`src/rtl/clkmask_loader.sv`:
```
module clkmask_loader #(
  parameter int MASK_W     = 16,
  parameter int SEQ_CYCLES = 23,
  parameter int GPIO_W     = 4
) (
  input  logic              clk,
  input  logic              rst_n,
  input  logic              sec_rst_req,
  input  logic              ser_in,
  input  logic [GPIO_W-1:0] gp_do,
  input  logic [GPIO_W-1:0] gp_oe,
  output logic [GPIO_W-1:0] pin_do,
  output logic [GPIO_W-1:0] pin_oe,
  output logic [MASK_W-1:0] clk_off,
  output logic              done_o,
  output logic              srst_n
);

  localparam int CW       = $clog2(SEQ_CYCLES + 1);
  localparam int CAP_LO   = 1;
  localparam int CAP_HI   = MASK_W;
  localparam int LAST_CYC = SEQ_CYCLES - 1;
  localparam int SCLK_PIN = 0;
  localparam int LDSH_PIN = 2;

  logic [CW-1:0]     cnt;
  logic [MASK_W-1:0] shreg;
  logic              win_q;
  logic              capture;
  logic              sclk;
  logic              ld_sh;

  assign capture = !done_o && (cnt >= CW'(CAP_LO)) && (cnt <= CW'(CAP_HI));

  always_ff @(posedge clk or negedge rst_n) begin
    if (!rst_n) begin
      cnt     <= '0;
      shreg   <= '0;
      win_q   <= 1'b0;
      done_o  <= 1'b0;
      clk_off <= '0;
    end else if (!done_o) begin
      cnt   <= cnt + 1'b1;
      win_q <= capture;
      if (capture) shreg <= {shreg[MASK_W-2:0], ser_in};
      if (cnt == CW'(LAST_CYC)) begin
        done_o  <= 1'b1;
        clk_off <= shreg;
      end
    end else begin
      win_q <= 1'b0;
    end
  end

  assign sclk  = win_q & ~clk;
  assign ld_sh = (cnt != '0);

  always_comb begin
    if (done_o) begin
      pin_do = gp_do;
      pin_oe = gp_oe;
    end else begin
      pin_do           = '0;
      pin_oe           = '0;
      pin_do[SCLK_PIN] = sclk;
      pin_do[LDSH_PIN] = ld_sh;
      pin_oe[SCLK_PIN] = 1'b1;
      pin_oe[LDSH_PIN] = 1'b1;
    end
  end

  assign srst_n = done_o & ~sec_rst_req;

  initial begin
    assert (SEQ_CYCLES >= MASK_W + 3) else $error("sequence budget too short");
    assert (GPIO_W > LDSH_PIN) else $error("too few GPIO pins");
  end

  p_done_sticky_r6: assert property (@(posedge clk) disable iff (!rst_n)
    done_o |=> done_o);

  p_count_steps_r2: assert property (@(posedge clk) disable iff (!rst_n)
    !done_o |=> (cnt == $past(cnt) + 1'b1));

  p_mask_only_at_done_r7: assert property (@(posedge clk) disable iff (!rst_n)
    !$stable(clk_off) |-> $rose(done_o));

  p_mask_frozen_r7: assert property (@(posedge clk) disable iff (!rst_n)
    done_o |=> $stable(clk_off));

  p_reset_held_r8: assert property (@(posedge clk) disable iff (!rst_n)
    !done_o |-> !srst_n);

  p_spare_pins_off_r5: assert property (@(posedge clk) disable iff (!rst_n)
    !done_o |-> (pin_oe == 4'b0101));

  p_no_shift_after_r3: assert property (@(posedge clk) disable iff (!rst_n)
    $past(done_o) |-> !win_q);

endmodule

```
`config.mk`:
```
export PLATFORM = sky130hd
export DESIGN_NAME = clkmask_loader
export DESIGN_NICKNAME = d
export VERILOG_FILES = /design/src/rtl/clkmask_loader.sv
export SDC_FILE = /design/constraint.sdc
export NUM_CORES = 1
export LEC_CHECK = 0
export ABC_AREA = 1
export CAP_MARGIN = 15
export CORE_AREA = 2 2 89 74
export CTS_BUF_LIST = sky130_fd_sc_hd__clkbuf_4
export DETAILED_ROUTE_END_ITERATION = 7
export DIE_AREA = 0 0 91 76
export PLACE_DENSITY = 0.53
export SETUP_SLACK_MARGIN = 0.15
export SKIP_LAST_GASP = 1
export SLEW_MARGIN = 20
export SYNTH_ARGS = -nofsm -noshare
export SYNTH_HDL_FRONTEND = slang
export SYNTH_SLANG_ARGS = --single-unit
```
`constraint.sdc`:
```
create_clock -name clk -period 3.2 [get_ports clk]
set_input_delay 0.64 -clock clk [delete_from_list [all_inputs] [get_ports clk]]
set_output_delay 0.64 -clock clk [all_outputs]
set_load 0.01 [all_outputs]
```
==> results of run 1 <==
==> critical path, stage by stage <==
cell           delay, ps
clkbuf_4             110
clkbuf_4             120
nand3b_1             150
nand2_1               60
dlygate4sd2_1        260
==> layout by cell type (no fill, tap or decap) <==
| cell | synthesis | routed |
|---|---|---|
| clkdlybuf4s50_1 | 0 | 35 |
| o21ai_0 | 8 | 8 |
| nand3_1 | 16 | 16 |
| nor2_4 | 1 | 1 |
| xor2_1 | 3 | 3 |
| o22ai_1 | 1 | 1 |
| nand3_2 | 2 | 2 |
| inv_1 | 11 | 11 |
| clkinv_2 | 0 | 1 |
| or2_2 | 2 | 2 |
| buf_2 | 4 | 1 |
| xnor2_1 | 1 | 1 |
| o21ai_1 | 9 | 9 |
| inv_2 | 1 | 1 |
| nand2_4 | 2 | 2 |
| nand4_4 | 1 | 1 |
| buf_4 | 2 | 1 |
| dfrtp_1 | 39 | 39 |
| clkbuf_4 | 0 | 10 |
| nand3b_1 | 1 | 1 |
| ha_1 | 4 | 4 |
| nor2_1 | 3 | 3 |
| dlygate4sd2_1 | 0 | 1 |
| nor2_2 | 1 | 1 |
| nand4_1 | 2 | 2 |
| nand2_1 | 75 | 75 |
==> power by group <==
group | internal (mW) | leakage (nW) | switching, mW
clock network | 0.148 | 0.0599 | 0.163
registers | 0.513 | 0.445 | 0.0128
logic | 0.0465 | 0.531 | 0.0353
==> cell usage after synthesis <==
cell | n | area (um2)
buf_2 | 4 | 20.0
buf_4 | 2 | 15.0
buf_6 | 1 | 11.3
clkbuf_1 | 1 | 3.75
dfrtp_1 | 39 | 976
ha_1 | 4 | 50.1
inv_1 | 11 | 41.3
inv_2 | 1 | 3.75
nand2_1 | 75 | 282
nand2_4 | 2 | 22.5
nand3_1 | 16 | 80.1
nand3_2 | 2 | 20.0
nand3b_1 | 1 | 7.51
nand4_1 | 2 | 12.5
nand4_4 | 1 | 21.3
nor2_1 | 3 | 11.3
nor2_2 | 1 | 6.26
nor2_4 | 1 | 11.3
o21ai_0 | 8 | 40.0
o21ai_1 | 9 | 45.0
o22ai_1 | 1 | 6.26
or2_2 | 2 | 12.5
xnor2_1 | 1 | 8.76
xor2_1 | 3 | 26.3
==> cells by family after synthesis <==
logic type | count (synthesis) | share of synthesized area
xor+xnor | 4 | 0.0202
fa+ha+maj | 4 | 0.0289
flops | 39 | 0.563
simple gates | 106 | 0.281
compound gates | 18 | 0.0527
buf+inv | 20 | 0.0548
==> flip-flops by register name, summed over array words and instances, names as in the netlist <==
name,flops
clk_off,16
win_q,1
cnt,5
shreg,16
done_o,1
==> metrics by stage <==
step / total power, mW / hold WS (ps) / std cells / instance area (um2)
2_1_floorplan: 0.565 / 344 / 191 / 1730
3_3_place_gp: 0.624 / 465 / 305 / 2160
3_5_place_dp: 0.625 / 468 / 305 / 2160
4_1_cts: 0.936 / 309 / 316 / 2240
5_1_grt: 0.972 / 356 / 316 / 2240
6_report: 0.919 / 290 / 316 / 2240
==> final cells by class <==
class | count | area (um2)
Clock buffer | 11 | 83.8
Clock inverter | 1 | 5.00
Fill cell | 661 | 3870
Inverter | 12 | 45.0
Multi-Input combinational cell | 132 | 663
Sequential cell | 39 | 976
Tap cell | 84 | 105
Timing Repair Buffer | 37 | 363
==> layer usage <==
metal / routed length [um] / global-route usage / vias to the layer above / share of wire
met4: 57 / 0.0424 / 0 / 0.016
met3: 242 / 0.0603 / 7 / 0.066
met1: 1790 / 0.151 / 651 / 0.49
met2: 1550 / 0.176 / 29 / 0.43
li1: - / - / 686 / -
met5: 0 / 0 / - / 0
==> worst paths after layout <==
kind | start | endpoint | slack [ps]
max | clk | pin_do[0] | 270
min reg2reg | clk_off[12]$_DFFE_PN0P_ | clk_off[12]$_DFFE_PN0P_ | 490
min | rst_n | cnt[4]$_DFFE_PN0N_ | 290
min in group clk | clk_off[12]$_DFFE_PN0P_ | clk_off[12]$_DFFE_PN0P_ | 490
max reg2reg | cnt[0]$_DFFE_PN0N_ | clk_off[15]$_DFFE_PN0P_ | 1450
max in group asynchronous | rst_n | clk_off[9]$_DFFE_PN0P_ | 2360
==> timing repair <==
item,CTS,global route
hold buffers,0,0
endpoints found under the setup margin,1,0
gates resized for setup,1,0
==> metrics.md, run 1 <==
| Metric | Value |
|---|---|
| Status | finished clean |
| CP Class | clk -> out |
| Total setup buffers inserted after CTS | 0 |
| Post-route ant nets | 0 |
| Via count | between 1000 and 1500 |
| Worst clock skew | roughly 12 ps |
| Post-Route WL | between 3000 and 4000 um |
| Crit start category | clock port |
| Maximum vdd ir drop | around 0.10 mV |
| Starting Density | 0.284 |
| GRT overflow | 0 |
| Maxcap violations | 0 |
| IO Pins | 38 |
| Count of input and output buffers | 37 |
| CP Max Fanout | 2 |
| Pre-CTS setup slack | roughly 260 ps |
| Post-DP HPWL | ~2300 um |
| Synth unique cells | 24 |
| Reg clk slew, reported paths | between 100 and 150 ps |
| # DRC | 0 |
| Pin count of the biggest net entering global routing | 40 |
| Worst setup margin | roughly 270 ps |
| Final core utilization | 0.366 |
| Critical Path RT | 2560 ps |
| CP Capture Type | primary output |
| Initial antenna violation count | 0 |
| CTS tree | yes |
| Post-Syn Instances | ~190 |
| Synthesized area per cell | 9.08 um2 |
| Relative slew slack | 0.425 |
| Post-Syn Area | roughly 0.0017 mm2 |
| Pwr dens | 410 mW/mm2 |
| Die ar. | 0.00692 mm2 |
| Iter 0 DRT Violations | 88 |
| R2R cell count | 6 |
| Max-slew violation count | 0 |
| 1st-pass router iterations | 4 |
| Area grow syn2layout | 29.2% |
| Area of the core | a little over 0.006 mm2 |
| GRT Util Overall | 0.119 |
| Seq/Total Area, Yosys | 0.563 |
| Chip height | about 76 um |
| Vias per cell | approximately 4.3 |
| Hold crit path type | in -> async |
| RSZ-0062 raised after global routing | false |
| Net Count, Synth | 207 |
| Clk Latency, worst-skew pair | around 450 ps |
| Final setup violation count | 0 |
| Leakage | between 1 and 1.5 nW |
| Hold Fails Final Rpt | 0 |
| Setup TNS Final | 0 ps |
| #FFs+latches synth | 39 |
| Die W | roughly 91 um |
| Cell Rows | 26 |
| Share of cells above drive strength 1 | 0.0991 |
| Global-route wire length before repair | 6540 um |
| Nets | approximately 250 |
| DR WL/cell | 11.5 um |
| Synth warn | 0 |
| Actual slew at the worst max-slew pin | 863 ps |
| Vias in the first global route | roughly 1400 |
| GPL Wtd Cong | between 0.7 and 0.8 |
| Worst path arrival time | ~2300 ps |
| Number of diodes | 0 |
Power figures use the tool's default switching activity.
==> run 2, diff against run 1 <==
--- a/config.mk
+++ b/config.mk
@@ -12,7 +12,9 @@
 export DETAILED_ROUTE_END_ITERATION = 7
 export DIE_AREA = 0 0 91 76
 export PLACE_DENSITY = 0.53
+export RECOVER_POWER = 50
 export SETUP_SLACK_MARGIN = 0.15
+export SKIP_CTS_REPAIR_TIMING = 1
 export SKIP_LAST_GASP = 1
 export SLEW_MARGIN = 20
 export SYNTH_ARGS = -nofsm -noshare
==> run 2 against run 1 <==
The run now ends with max-capacitance violations, max-slew violations left. Worst setup slack improved by 100 ps. First-iteration DRC count decreased by 9.1%. Non-clock buffer count unchanged. Hold slack improved by 200 ps. Flip-flop and latch count unchanged. Sequential power about the same. Global-route usage unchanged. Count of clock-buffer cells in the layout unchanged. Critical endpoint unchanged. Largest cell class unchanged. Highest routed layer unchanged.
==> metrics.md, run 2 (same netlist as run 1, synthesis figures left out) <==
| Metric | Value |
|---|---|
| Status | complete, but fails checks |
| Failing checks | max-capacitance violations, max-slew violations |
| Post-Route WL | 3650 um |
| GPL Wtd Cong | 0.775 |
| Cell Rows | 26 |
| Final Power | between 0.9 and 1 mW |
| Final core utilization | 0.362 |
| Most used cell, CP | clkbuf_4 |
| Vias per cell | 4.37 |
| Clk Latency, worst-skew pair | ~450 ps |
| Actual slew at the worst max-slew pin | approximately 2100 ps |
| Global-route wire length before repair | around 6500 um |
| Maximum vdd ir drop | 0.100 mV |
| Iter 0 DRT Violations | 80 |
| Flop pwr share | 0.573 |
| Commonest non-fill, non-tap cell in the layout | nand2_1 |
| DR WL/cell | 11.5 um |
| Area grow syn2layout | 27.8% |
| Most frequent cells in the layout | nand2_1, dfrtp_1, clkdlybuf4s50_1, nand3_1, inv_1 |
| Die ar. | between 0.006 and 0.007 mm2 |
| Setup TNS Final | 0 ps |
| CP Max Fanout | 2 |
| Relative slew slack | -0.383 |
| Vias in the first global route | ~1400 |
| Slowest-stage cell, CP | nand3b_1 |
| Share of cells above drive strength 1 | 0.0776 |
| Reg area | around 980 um2 |
| Worst path cell trace | clkbuf_4 -> clkbuf_4 -> nand3b_1 -> nand2_1 -> dlymetal6s2s_1 |
| Reg clk slew, reported paths | around 100 ps |
| # DRC | 0 |
| CTS tree | yes |
| Leakage | 1.04 nW |
| Hold Fails Final Rpt | 0 |
| Hold crit path type | reg -> reg |
| Worst clock skew | between 10 and 15 ps |
| Crit start category | clock port |
| Filler cells | 666 |
| Area of the multi-input gates | between 600 and 700 um2 |
| Int Pwr | a little over 0.7 mW |
| Nets | 247 |
| GRT Util Overall | 0.119 |
| Crit-path max cell delay | roughly 150 ps |
| Maxcap violations | 1 |
| Area of the core | slightly above 0.006 mm2 |
| Chip height | around 76 um |
| Via count | around 1400 |
| Max-slew violation count | 40 |
| Largest registers | clk_off x16, shreg x16, cnt x5 |
| IO Pins | 38 |
| Critical Path RT | approximately 2600 ps |
| Clock power frac | 0.339 |
| CP Capture Type | primary output |
| Pin count of the biggest net entering global routing | 40 |
| 1st-pass router iterations | 4 |
| RSZ-0062 raised after global routing | false |
| Initial antenna violation count | 0 |
| Post-DP HPWL | roughly 2300 um |
| Count of input and output buffers | 37 |
| CP Class | clk -> out |
| GRT overflow | 0 |
| Pwr dens | between 400 and 500 mW/mm2 |
| Starting Density | 0.284 |
| Switching Share | 0.230 |
| Die W | between 90 and 100 um |
| Number of diodes | 0 |
| Combinational power share | 0.089 |
| Post-route ant nets | 0 |
| Sw power | ~0.21 mW |
| Final setup violation count | 0 |
| Worst path arrival time | around 2200 ps |
## run 2: path summary, 6_finish.rpt
kind | slack (ps) | depth (start not counted) | from | to
worst max-delay path | 370 | 5 | clk | pin_do[0]
worst min-delay path | 490 | 2 | clk_off[12]$_DFFE_PN0P_ | clk_off[12]$_DFFE_PN0P_
worst max register to register | 880 | 6 | cnt[0]$_DFFE_PN0N_ | clk_off[15]$_DFFE_PN0P_
worst min register to register | 490 | 2 | clk_off[12]$_DFFE_PN0P_ | clk_off[12]$_DFFE_PN0P_
max in group asynchronous | 1240 | 1 | rst_n | clk_off[9]$_DFFE_PN0P_
min in group asynchronous | 770 | 1 | rst_n | cnt[4]$_DFFE_PN0N_
## run 2: metal layers
layer / vias to the layer above / part of all wire / GRT usage
met1: 659 / 0.48 / 0.151
met2: 31 / 0.43 / 0.176
li1: 685 / - / -
met3: 7 / 0.068 / 0.0603
met5: - / 0 / 0
met4: 0 / 0.016 / 0.0424
## run 2: through the flow
stage / instance area [um2] / cells / setup WS, ps / hold slack, ps
after floorplan: 1730 / 191 / 732 / 344
after CTS: 2240 / 316 / -25.8 / 309
after detailed placement: 2160 / 305 / 260 / 468
final: 2220 / 316 / 371 / 488
after global routing: 2220 / 316 / 312 / 535
after global placement: 2160 / 305 / 260 / 465
## run 2: layout make-up
cell class	instances	area share
clock buffer	11	0.0395
clock inverter	1	0.00226
inverter	12	0.0203
multi-input combinational	132	0.287
sequential	39	0.440
tap	84	0.0474
timing repair buffer	37	0.163
## run 2: power by group through the flow
stage / clock network, mW / registers (mW) / logic (mW)
2_1_floorplan: 0.00430 / 0.539 / 0.0220
3_3_place_gp: 0.00549 / 0.535 / 0.0825
3_5_place_dp: 0.00549 / 0.536 / 0.0836
4_1_cts: 0.326 / 0.526 / 0.0839
5_1_grt: 0.351 / 0.530 / 0.0919
6_report: 0.311 / 0.526 / 0.0815
## run 2: critical path: cells and delay by family
family / cells / cell delay (ps)
buf+inv: 3 / 380
simple gates: 2 / 210
==> run 3, diff against run 2 <==
--- a/config.mk
+++ b/config.mk
@@ -20,3 +20,4 @@
 export SYNTH_ARGS = -nofsm -noshare
 export SYNTH_HDL_FRONTEND = slang
 export SYNTH_SLANG_ARGS = --single-unit
+export TNS_END_PERCENT = 10
==> results of run 3 <==
The final DEF is identical to that of run 2; final timing and power are the same.
